### config.mk
export PLATFORM = sky130hd
export DESIGN_NAME = tmr_pin_ctrl
export DESIGN_NICKNAME = d
export VERILOG_FILES = /design/src/rtl/tmr_pin_pkg.sv /design/src/rtl/tmr_pin_sync.sv /design/src/rtl/tmr_pin_flags.sv /design/src/rtl/tmr_pin_drive.sv /design/src/rtl/tmr_pin_ctrl.sv
export SDC_FILE = /design/constraint.sdc
export NUM_CORES = 1
export LEC_CHECK = 0
export ABC_CLOCK_PERIOD_IN_PS = 2100
export BUFFER_PORTS_ARGS = -buffer_cell sky130_fd_sc_hd__buf_4
export CELL_PAD_IN_SITES_DETAIL_PLACEMENT = 2
export CELL_PAD_IN_SITES_GLOBAL_PLACEMENT = 2
export CORE_MARGIN = 5
export CORE_UTILIZATION = 33
export DETAILED_ROUTE_END_ITERATION = 10
export PLACE_DENSITY = 0.82
export SLEW_MARGIN = 40
export SYNTH_ARGS = -nofsm -noshare
export SYNTH_HDL_FRONTEND = slang
export SYNTH_SLANG_ARGS = --single-unit
export TNS_END_PERCENT = 10
### constraint.sdc
create_clock -name clk -period 2.1 [get_ports clk]
set_input_delay 0.105 -clock clk [delete_from_list [all_inputs] [get_ports clk]]
set_output_delay 0.105 -clock clk [all_outputs]
set_load 0.01 [all_outputs]
### src/rtl/tmr_pin_pkg.sv
package tmr_pin_pkg;
  localparam int unsigned DATA_W    = 32;
  localparam int unsigned NUM_FLAGS = 4;

  localparam logic [2:0] FN_CAPTURE = 3'd1;
  localparam logic [2:0] FN_GPIO    = 3'd4;

  localparam int unsigned FN_LSB    = 0;
  localparam int unsigned DRV_LSB   = 4;
  localparam int unsigned IEN_BIT   = 8;
  localparam int unsigned EDGE_LSB  = 16;
  localparam int unsigned OC_BIT    = 24;
  localparam int unsigned LVL_BIT   = 8;

  localparam logic [1:0] WIDX_MODE  = 2'd0;
  localparam logic [1:0] WIDX_STAT  = 2'd3;

  typedef struct packed {
    logic [2:0] fn;
    logic [1:0] drv;
    logic       ien;
    logic [1:0] edge_sel;
    logic       oc;
  } mode_fields_t;

  function automatic mode_fields_t unpack_mode(input logic [DATA_W-1:0] w);
    mode_fields_t m;
    m.fn       = w[FN_LSB +: 3];
    m.drv      = w[DRV_LSB +: 2];
    m.ien      = w[IEN_BIT];
    m.edge_sel = w[EDGE_LSB +: 2];
    m.oc       = w[OC_BIT];
    return m;
  endfunction
endpackage

### src/rtl/tmr_pin_sync.sv
module tmr_pin_sync #(
  parameter int unsigned STAGES = 2
) (
  input  logic clk,
  input  logic rst_n,
  input  logic pin_async,
  output logic level,
  output logic rise,
  output logic fall
);
  logic [STAGES-1:0] chain_q;
  logic [STAGES-1:0] chain_d;
  logic              prev_q;
  logic              prev_d;

  genvar g;
  generate
    for (g = 0; g < STAGES; g++) begin : g_stage
      if (g == 0) begin : g_first
        assign chain_d[g] = pin_async;
      end else begin : g_next
        assign chain_d[g] = chain_q[g-1];
      end
    end
  endgenerate

  assign prev_d = chain_q[STAGES-1];

  always_ff @(posedge clk or negedge rst_n) begin
    if (!rst_n) begin
      chain_q <= '0;
      prev_q  <= 1'b0;
    end else begin
      chain_q <= chain_d;
      prev_q  <= prev_d;
    end
  end

  assign level = chain_q[STAGES-1];
  assign rise  = level & ~prev_q;
  assign fall  = ~level & prev_q;
endmodule

### src/rtl/tmr_pin_flags.sv
module tmr_pin_flags #(
  parameter int unsigned NF = 4
) (
  input  logic          clk,
  input  logic          rst_n,
  input  logic [NF-1:0] set_vec,
  input  logic [NF-1:0] clr_vec,
  output logic [NF-1:0] flags
);
  logic [NF-1:0] flags_q;
  logic [NF-1:0] flags_d;
  logic          upd_en;

  always_comb begin
    upd_en  = |{set_vec, clr_vec};
    flags_d = (flags_q & ~clr_vec) | set_vec;
  end

  always_ff @(posedge clk or negedge rst_n) begin
    if (!rst_n) begin
      flags_q <= '0;
    end else if (upd_en) begin
      flags_q <= flags_d;
    end
  end

  assign flags = flags_q;
endmodule

### src/rtl/tmr_pin_drive.sv
module tmr_pin_drive
  import tmr_pin_pkg::*;
(
  input  mode_fields_t mode,
  output logic         pin_out,
  output logic         pin_oe
);
  logic want_drive;
  logic want_lvl;

  always_comb begin
    want_drive = (mode.fn == FN_GPIO) && mode.drv[1];
    want_lvl   = mode.drv[0];
    pin_oe     = 1'b0;
    pin_out    = 1'b0;
    if (want_drive) begin
      if (mode.oc) begin
        pin_oe  = ~want_lvl;
        pin_out = 1'b0;
      end else begin
        pin_oe  = 1'b1;
        pin_out = want_lvl;
      end
    end
  end
endmodule

### src/rtl/tmr_pin_ctrl.sv
module tmr_pin_ctrl
  import tmr_pin_pkg::*;
#(
  parameter int unsigned ADDR_W      = 4,
  parameter int unsigned SYNC_STAGES = 2
) (
  input  logic              clk,
  input  logic              rst_n,
  input  logic              reg_wr,
  input  logic [ADDR_W-1:0] reg_addr,
  input  logic [DATA_W-1:0] reg_wdata,
  output logic [DATA_W-1:0] reg_rdata,
  input  logic              pin_in,
  output logic              pin_out,
  output logic              pin_oe,
  output logic              irq
);
  localparam int unsigned WIDX_W = ADDR_W - 2;

  logic              aligned;
  logic [WIDX_W-1:0] widx;
  logic              hit_mode;
  logic              hit_stat;

  logic [DATA_W-1:0] mode_q;
  logic [DATA_W-1:0] mode_d;
  logic              mode_en;
  mode_fields_t      mf;

  logic              lvl, rise, fall;
  logic              cap_hit;
  logic [NUM_FLAGS-1:0] set_vec;
  logic [NUM_FLAGS-1:0] clr_vec;
  logic [NUM_FLAGS-1:0] flags_q;

  always_comb begin
    aligned  = (reg_addr[1:0] == 2'b00);
    widx     = reg_addr[ADDR_W-1:2];
    hit_mode = aligned && (widx == WIDX_W'(WIDX_MODE));
    hit_stat = aligned && (widx == WIDX_W'(WIDX_STAT));
  end

  always_comb begin
    mode_en = reg_wr && hit_mode;
    mode_d  = reg_wdata;
  end

  always_ff @(posedge clk or negedge rst_n) begin
    if (!rst_n) begin
      mode_q <= '0;
    end else if (mode_en) begin
      mode_q <= mode_d;
    end
  end

  assign mf = unpack_mode(mode_q);

  tmr_pin_sync #(.STAGES(SYNC_STAGES)) u_sync (
    .clk       (clk),
    .rst_n     (rst_n),
    .pin_async (pin_in),
    .level     (lvl),
    .rise      (rise),
    .fall      (fall)
  );

  always_comb begin
    cap_hit = (mf.fn == FN_CAPTURE) &&
              ((mf.edge_sel[0] && rise) || (mf.edge_sel[1] && fall));
    set_vec    = '0;
    set_vec[0] = cap_hit;
    clr_vec    = (reg_wr && hit_stat) ? reg_wdata[NUM_FLAGS-1:0] : '0;
  end

  tmr_pin_flags #(.NF(NUM_FLAGS)) u_flags (
    .clk     (clk),
    .rst_n   (rst_n),
    .set_vec (set_vec),
    .clr_vec (clr_vec),
    .flags   (flags_q)
  );

  tmr_pin_drive u_drive (
    .mode    (mf),
    .pin_out (pin_out),
    .pin_oe  (pin_oe)
  );

  assign irq = mf.ien && (|flags_q);

  always_comb begin
    reg_rdata = '0;
    if (hit_mode) begin
      reg_rdata = mode_q;
    end else if (hit_stat) begin
      reg_rdata[NUM_FLAGS-1:0] = flags_q;
      reg_rdata[LVL_BIT]       = lvl;
    end
  end
endmodule

==> results of run 1 <==
-- cells in the final DEF, fill, tap and decap left out, drive strengths merged --
master	synthesis	final
nand4	1	1
nor2	9	9
o41a	1	1
nand3	2	2
a21oi	1	1
nand3b	1	1
o21ai	1	1
a21boi	3	3
dlygate4sd3	0	2
and3	28	28
a32o	1	1
clkbuf	7	6
dfrtp	39	39
bufinv	0	1
nor3b	1	1
a22oi	5	5
and2	1	1
nand2	1	1
mux2	32	32
or2	1	1
buf	3	76
-- through the flow --
stage | setup WS [ps] | std cells
2_1_floorplan | 1104 | 138
3_3_place_gp | 584.3 | 276
3_5_place_dp | 548.9 | 276
4_1_cts | 676.7 | 285
5_1_grt | 506.9 | 285
6_report | 673.5 | 285
-- per-layer routing --
layer | wire (µm) | vias up | part of all wire
met5 | 0 | - | 0
met4 | 41 | 0 | 0.0079
met3 | 291 | 4 | 0.056
met2 | 2632 | 49 | 0.51
met1 | 2224 | 699 | 0.43
li1 | - | 644 | -
-- cell families after synthesis --
logic type      after synthesis  share of synthesized area
buf+inv                      10                    0.03260
flops                        39                     0.5190
simple gates                 45                     0.1484
mux                          32                     0.2515
compound gates               12                    0.04857
-- final cells by class --
type	count	area, µm²	area share
sequential	39	975.9	0.3750
clock inverter	1	30.03	0.01154
tap	72	90.09	0.03462
timing repair buffer	78	590.6	0.2269
clock buffer	6	72.57	0.02788
multi-input combinational	89	843.3	0.3240
-- worst min path at each step --
stage | start | endpoint | depth (start not counted)
finish | reg_wdata[1] | u_flags.flags[1] | 2
global route | reg_wdata[2] | u_flags.flags[2] | 2
CTS | reg_wdata[2] | u_flags.flags[2] | 2
detailed placement | rst_n | mode_q[5] | 1
global placement | rst_n | mode_q[5] | 1
floorplan | rst_n | mode_q[0] | 0
-- where the power goes --
part	internal, mW	leakage, nW	switching [mW]	total, mW
logic	0.294	0.903	0.138	0.432
clock network	0.348	0.0513	0.253	0.601
registers	0.907	0.481	0.109	1.02
-- registers in the layout (all words and copies together) (netlist names) --
name / flops
u_sync.chain_q: 2
u_flags.flags: 4
mode_q: 32
u_sync.prev_q: 1
-- critical path: cells and delay by family (launching register included) --
kind | cells | cell delay (ps)
flip-flops | 1 | 410
AND/OR/NAND/NOR | 3 | 460
buffers and inverters | 1 | 170
==> out/qor.csv, run 1 <==
metric,value,unit
finalWirelength,5.189,mm
critPathLaunch,mode_q[1],
post_cts_buffers,0,
avgRoutedWirePerCell,18.21,µm
powerDensity,787.3,nW/µm²
cts_buffer_depth,2,
synth_top_cells_by_count,"39 x dfrtp_1, 30 x mux2_4, 28 x and3_1",
syn_area,1881,µm²
totalPowerFinal,2.049,mW
setup_violations,0,
drtAntennaViolNets,0,
die_width,85.49,µm
cp-start-kind,flip-flop,
path_clk_slew,80,ps
area_growth,38.39,%
grtUsageMet2,0.2648,
die_h,85.49,µm
synth_fp_nets,178,
grt_pass1_wl,8.424,mm
gp_congestion,0.7511,
required,2000,ps
initial_core_util,0.3415,
cp_cell_sequence,"nor2_1, nand3_1, nor3b_1, buf_4",
r2r_setup_slack,1130,ps
drt_iter0_drc,36,
drv_slew,0,
p_leak,1.435,nW
met1_usage,0.1738,
reg2reg_from,u_sync.chain_q[1],
worstSetupEndpoint,pin_out,
grt_usage,0.1473,
hold_slack,11.53,ps
top_usage_layer,met2,
fillers,572,
antenna_found_initial,0,
tns,0,ps
antenna_cells,0,
drv_cap,0,
nNetsFinal,253,
netlist_instances,138,
clock-sinks,39,
synthArstFlopShare,1.000,
cts_htree_levels,2,
clock_tree.root_cell,clkbuf_8,
synth_edf_count,0,
yosysWarnings,0,
fin_crit_sh,0.6793,
yosysMostFrequentCell,dfrtp_1,
final_util,0.4726,
min_period,1426,ps
syn_area_per_cell,13.63,µm²
design_area,2603,µm²
cpPeakStageDelay,410,ps
fmax,701.0,MHz
ys_seq_area_frac,0.5190,
fin_worst_skew,4.520,ps
ff2ff_path_depth,3,
worst-endpoint-arrival,1320,ps
crit_slowest_cell,dfrtp_1,
io_pins,75,
dpl_cell_area,2480,µm²
criticalPathCategory,flip-flop to output pin,
synthTopCellsByArea,"dfrtp_1 52%, mux2_4 24%, and3_1 9.3%",
worst_pin_slew,660.3,ps
critical_path.max_fanout,4,
dr.pass1.iters,3,
hold_viol_final,0,
row_count,27,
reg2reg_to,u_flags.flags[0],
die_area,7309,µm²
viasPerCell,4.898,
cts_inserted_buffers,5,
vdd_ir_drop_max,0.0003411,V
grt_max_degree,40,
yosysUniqueCellTypes,24,
grt_pass1_vias,1630,
drive_gt1_frac,0.5493,
synth_ff_type,dfrtp_1,
synth_largest_area_cell,dfrtp_1,
synth_seq_cells,39,
slew_headroom,0.5598,
cts-hold-fix-buffers,2,
cts_tree,yes,
grt_overflow_total,0,
rsz0062_at_grt,false,
endpoint_kind,output pin,
core-area,5507,µm²
drcViolationCount,0,
vias,1396,
hp-class,primary input to flip-flop,
run_status,"complete, no violations",
port_buffers,74,
yosys.area.top_type_share,0.5190,
grtUsageMet3,0.04323,
hpwlAfterDp,3.659,mm
clkLatencyLatePin,290,ps
cts.repair.resized,0,
Power figures use the tool's default switching activity.
==> inputs of run 2 (changes only) <==
--- a/config.mk
+++ b/config.mk
@@ -5,14 +5,14 @@
 export SDC_FILE = /design/constraint.sdc
 export NUM_CORES = 1
 export LEC_CHECK = 0
-export ABC_CLOCK_PERIOD_IN_PS = 2100
+export ABC_CLOCK_PERIOD_IN_PS = 1200
 export BUFFER_PORTS_ARGS = -buffer_cell sky130_fd_sc_hd__buf_4
 export CELL_PAD_IN_SITES_DETAIL_PLACEMENT = 2
 export CELL_PAD_IN_SITES_GLOBAL_PLACEMENT = 2
 export CORE_MARGIN = 5
-export CORE_UTILIZATION = 33
+export CORE_UTILIZATION = 27
 export DETAILED_ROUTE_END_ITERATION = 10
-export PLACE_DENSITY = 0.82
+export PLACE_DENSITY = 0.72
 export SLEW_MARGIN = 40
 export SYNTH_ARGS = -nofsm -noshare
 export SYNTH_HDL_FRONTEND = slang
==> constraint.sdc (replaced) <==
create_clock -name clk -period 1.2 [get_ports clk]
set_input_delay 0.06 -clock clk [delete_from_list [all_inputs] [get_ports clk]]
set_output_delay 0.06 -clock clk [all_outputs]
set_load 0.01 [all_outputs]
==> run 2 against run 1 <==
  * Routed wire length increased by 9.6%
  * Critical path type unchanged
  * Via count up 5.2%
  * Largest cell class unchanged
  * The run now ends with setup timing left
  * Global-route usage fell by 0.92 points
  * Largest power group unchanged
==> out/qor.csv, run 2 (synthesis results as in run 1) <==
metric,value,unit
drt_iter0_drc,21,
die_area,8734,µm²
core-area,6794,µm²
min_period,1301,ps
worst_pin_slew,501.8,ps
critical_path.max_fanout,3,
clkLatencyLatePin,290,ps
fillers,681,
drcViolationCount,0,
worst-endpoint-arrival,1240,ps
clock_tree.root_cell,clkbuf_8,
antenna_cells,0,
io_pins,75,
grt_usage,0.1380,
run_status,"finished, violations left",
path_clk_slew,70,ps
cp-start-kind,flip-flop,
cts_tree,yes,
final_util,0.4385,
drive_gt1_frac,0.5328,
area_growth,58.42,%
drv_cap,0,
fin_crit_sh,1.084,
tns,-354.1,ps
path_delay_family,compound AO/OA/AOI/OAI gates,
grt_max_degree,40,
totalPowerFinal,3.794,mW
grt_pass1_wl,9.342,mm
drv_slew,0,
violations,setup timing,
cts_inserted_buffers,5,
multi_input_area,870.8,µm²
fmax,768.9,MHz
hpwlAfterDp,4.028,mm
fin_cells,340,
path_buf_inv,1,
cpPeakStageDelay,420,ps
largest_register,mode_q,
port_buffers,74,
final_common_cell,buf_4,
gp_congestion,0.7142,
crit_slowest_cell,o41a_1,
vias,1469,
endpoint_kind,output pin,
p_leak,1.583,nW
fin_worst_skew,2.623,ps
seqCellArea,975.9,µm²
powerDensity,1274,nW/µm²
criticalPathCategory,flip-flop to output pin,
vdd_ir_drop_max,0.0004933,V
setup_violations,6,
hold_viol_final,0,
layout.cells.most_common_list,"79 x buf_4, 39 x dfrtp_1, 30 x mux2_4",
rsz0062_at_grt,true,
cp_cell_sequence,"o41a_1, buf_6",
required,1140,ps
grt_pass1_vias,1780,
slew_headroom,0.6655,
dr.pass1.iters,4,
die_h,93.46,µm
cts_htree_levels,2,
die_width,93.46,µm
initial_core_util,0.2768,
avgRoutedWirePerCell,16.72,µm
viasPerCell,4.321,
cts_buffer_depth,2,
setup_slack,-100.5,ps
largest_reg_flops,32,
dpl.cell_count,304,
nNetsFinal,283,
grt_overflow_total,0,
drtAntennaViolNets,0,
clock-sinks,39,
antenna_found_initial,0,
hp-class,primary input to flip-flop,
r2r_setup_slack,230,ps
finalWirelength,5.686,mm
row_count,30,
[run 2: cell count changes in the layout (fill, tap and decap cells not counted), sizes merged]
cell,delta
buf,+5
clkinv,+1
dlygate4sd3,+25
[run 2: area by class of cell]
class | count | area share
clock inverter | 2 | 0.01176
timing repair buffer | 108 | 0.3003
clock buffer | 6 | 0.02772
tap | 96 | 0.04032
multi-input combinational | 89 | 0.2923
sequential | 39 | 0.3276
[run 2: metal layers]
| metal | wire length [µm] | part of all wire | track usage | vias up |
|---|---|---|---|---|
| met3 | 344 | 0.060 | 0.03218 | 7 |
| met2 | 2848 | 0.50 | 0.2353 | 55 |
| met1 | 2402 | 0.42 | 0.1720 | 704 |
| li1 | - | - | - | 703 |
| met4 | 91 | 0.016 | 0.04274 | 0 |
| met5 | 0 | 0 | 0 | - |
[run 2: repair_timing]
item	4_1_cts	5_1_grt
endpoints found under the setup margin	6	7
hold buffers	24	3
buffers inserted	1	0
gates resized for setup	4	3
hold endpoints to repair	62	3
pin swaps	3	1
[run 2: worst paths after layout]
kind	start	end	cells after the start
setup / recovery	u_flags.flags[2]	irq	2
hold / removal	reg_wdata[27]	mode_q[27]	2
setup reg to reg	u_sync.chain_q[1]	u_flags.flags[0]	3
hold reg to reg	u_sync.chain_q[0]	u_sync.chain_q[1]	0
max in group asynchronous	rst_n	mode_q[2]	2
min in group asynchronous	rst_n	mode_q[10]	2
[run 2: worst register-to-register path: cells and delay by family (launching register included)]
family / cells / cell delay, ps
AO/OA/AOI/OAI: 2 / 330
flip-flops: 1 / 420
AND/OR/NAND/NOR: 1 / 120
[run 2: through the flow]
step	instance area (µm²)	setup WS, ps	hold slack [ps]
floorplan	1881	248.8	-235.6
global placement	2552	121.9	65.39
detailed placement	2552	75.19	65.95
CTS	2937	-155.9	1.447
global route	2979	-179.9	0.2514
finish	2979	-100.5	9.926
[run 2: report_power, final]
group	internal, mW	switching, mW	total (mW)
combinational	0.606	0.281	0.887
clock	0.673	0.457	1.13
sequential	1.59	0.190	1.78
total	2.87	0.928	3.79
==> inputs of run 3 (changes only) <==
--- a/config.mk
+++ b/config.mk
@@ -5,14 +5,14 @@
 export SDC_FILE = /design/constraint.sdc
 export NUM_CORES = 1
 export LEC_CHECK = 0
-export ABC_CLOCK_PERIOD_IN_PS = 1200
+export ABC_CLOCK_PERIOD_IN_PS = 1700
 export BUFFER_PORTS_ARGS = -buffer_cell sky130_fd_sc_hd__buf_4
 export CELL_PAD_IN_SITES_DETAIL_PLACEMENT = 2
 export CELL_PAD_IN_SITES_GLOBAL_PLACEMENT = 2
 export CORE_MARGIN = 5
-export CORE_UTILIZATION = 27
+export CORE_UTILIZATION = 33
 export DETAILED_ROUTE_END_ITERATION = 10
-export PLACE_DENSITY = 0.72
+export PLACE_DENSITY = 0.82
 export SLEW_MARGIN = 40
 export SYNTH_ARGS = -nofsm -noshare
 export SYNTH_HDL_FRONTEND = slang
==> constraint.sdc (replaced) <==
create_clock -name clk -period 1.7 [get_ports clk]
set_input_delay 0.085 -clock clk [delete_from_list [all_inputs] [get_ports clk]]
set_output_delay 0.085 -clock clk [all_outputs]
set_load 0.01 [all_outputs]
==> run 3 against run 2 <==
  * The flow now finishes without violations
  * Register-to-register slack better by 490 ps
  * First-iteration DRC count up 120%
  * Worst hold slack better by 3.6 ps
  * Via count down 1.1%
  * Clock skew up 2.7 ps
  * Worst setup slack better by 400 ps
  * Core utilization up 5.3 points
  * Final cell count down 14%
  * Count of clock-buffer cells in the layout unchanged
  * Die area down 16%
  * Critical endpoint is now pin_out
  * Largest cell class unchanged
  * Largest power group unchanged
  * Highest routed layer unchanged
==> out/qor.csv, run 3 (synthesis results as in run 1) <==
metric,value,unit
drive_gt1_frac,0.5405,
hpwlAfterDp,3.806,mm
powerDensity,969.0,nW/µm²
criticalPathCategory,flip-flop to output pin,
core-area,5507,µm²
gp_congestion,0.7409,
area_growth,43.98,%
endpoint_kind,output pin,
drt_iter0_drc,46,
required,1620,ps
worst_pin_slew,497.2,ps
clkLatencyLatePin,300,ps
antenna_cells,0,
initial_core_util,0.3415,
drv_cap,0,
nNetsFinal,261,
finalWirelength,5.667,mm
critical_path.max_fanout,4,
cts.repair.resized,0,
slew_headroom,0.6685,
final_common_cell,buf_4,
worst-endpoint-arrival,1310,ps
cts_tree,yes,
grt_pass1_wl,9.287,mm
clock-sinks,39,
io_pins,75,
dpl_cell_area,2500,µm²
fmax,714.3,MHz
antenna_found_initial,0,
drv_slew,0,
drcViolationCount,0,
path_clk_slew,80,ps
hold_slack,13.57,ps
vias,1453,
cts-hold-fix-buffers,9,
grt_overflow_total,0,
cts_buffer_depth,2,
viasPerCell,4.942,
cts_htree_levels,2,
fillers,537,
grt_usage,0.1637,
row_count,27,
post_cts_buffers,0,
die_width,85.49,µm
min_period,1400,ps
drtAntennaViolNets,0,
dr.pass1.iters,4,
p_leak,1.485,nW
setup_violations,0,
die_h,85.49,µm
cts_inserted_buffers,5,
grt_pass1_vias,1692,
largest_reg_flops,32,
design_area,2708,µm²
dpl.cell_count,277,
multi_input_area,843.3,µm²
largest_register,mode_q,
rsz0062_at_grt,false,
clock_tree.root_cell,clkbuf_8,
vdd_ir_drop_max,0.0004120,V
fin_worst_skew,5.304,ps
fin_cells,294,
hold_viol_final,0,
hp-class,primary input to flip-flop,
seqCellArea,975.9,µm²
die_area,7309,µm²
run_status,"complete, no violations",
grt_max_degree,40,
fin_crit_sh,0.8235,
layout.cells.most_common_list,"76 x buf_4, 39 x dfrtp_1, 30 x mux2_4",
port_buffers,74,
cp-start-kind,flip-flop,
avgRoutedWirePerCell,19.28,µm
tns,0,ps
==> run 3: cell count changes in the layout (fill, tap and decap cells not counted), sizes merged <==
cell and change:
buf -4, dlygate4sd3 -18
==> run 3: through the flow <==
stage	util	setup slack [ps]	total power, mW
final	0.4917	300.1	2.624
after global routing	0.4917	204.0	2.769
after CTS	0.4917	286.0	2.666
after detailed placement	0.4540	372.0	1.808
after global placement	0.4540	395.6	1.777
after floorplan	-	723.8	1.571
==> run 3: final timing paths <==
kind	startpoint	end	slack [ps]	cells past startpoint
setup reg to reg	u_sync.chain_q[1]	u_flags.flags[0]	720	3
hold / removal	reg_wdata[20]	mode_q[20]	10	2
hold reg to reg	u_sync.chain_q[0]	u_sync.chain_q[1]	360	0
setup / recovery	mode_q[1]	pin_out	300	4
max in group asynchronous	rst_n	u_sync.chain_q[1]	1060	2
min in group asynchronous	rst_n	mode_q[5]	300	2
==> run 3: worst max-delay path, cell delays in order (launching register included) <==
cell     delay, ps
dfrtp_1        430
nor2_1         120
nand3_1        110
nor3b_1        210
buf_4          160
==> run 3: area by class of cell <==
type | count | share of cell area
sequential | 39 | 0.3604
multi-input combinational | 89 | 0.3115
timing repair buffer | 86 | 0.2514
tap | 72 | 0.03327
clock buffer | 6 | 0.03050
clock inverter | 2 | 0.01294
==> run 3: power breakdown <==
group          internal, mW  leakage [nW]  switching (mW)
registers              1.12         0.481           0.133
logic                 0.375         0.943           0.182
clock network         0.475        0.0612           0.339
total                  1.97          1.49           0.654
==> run 3: per-layer routing <==
metal / vias to the layer above / wire [µm] / GRT usage
met5: - / 0 / 0
met4: 0 / 61 / 0.04317
met3: 6 / 330 / 0.04803
met2: 48 / 2854 / 0.2853
met1: 738 / 2420 / 0.1971
li1: 661 / - / -
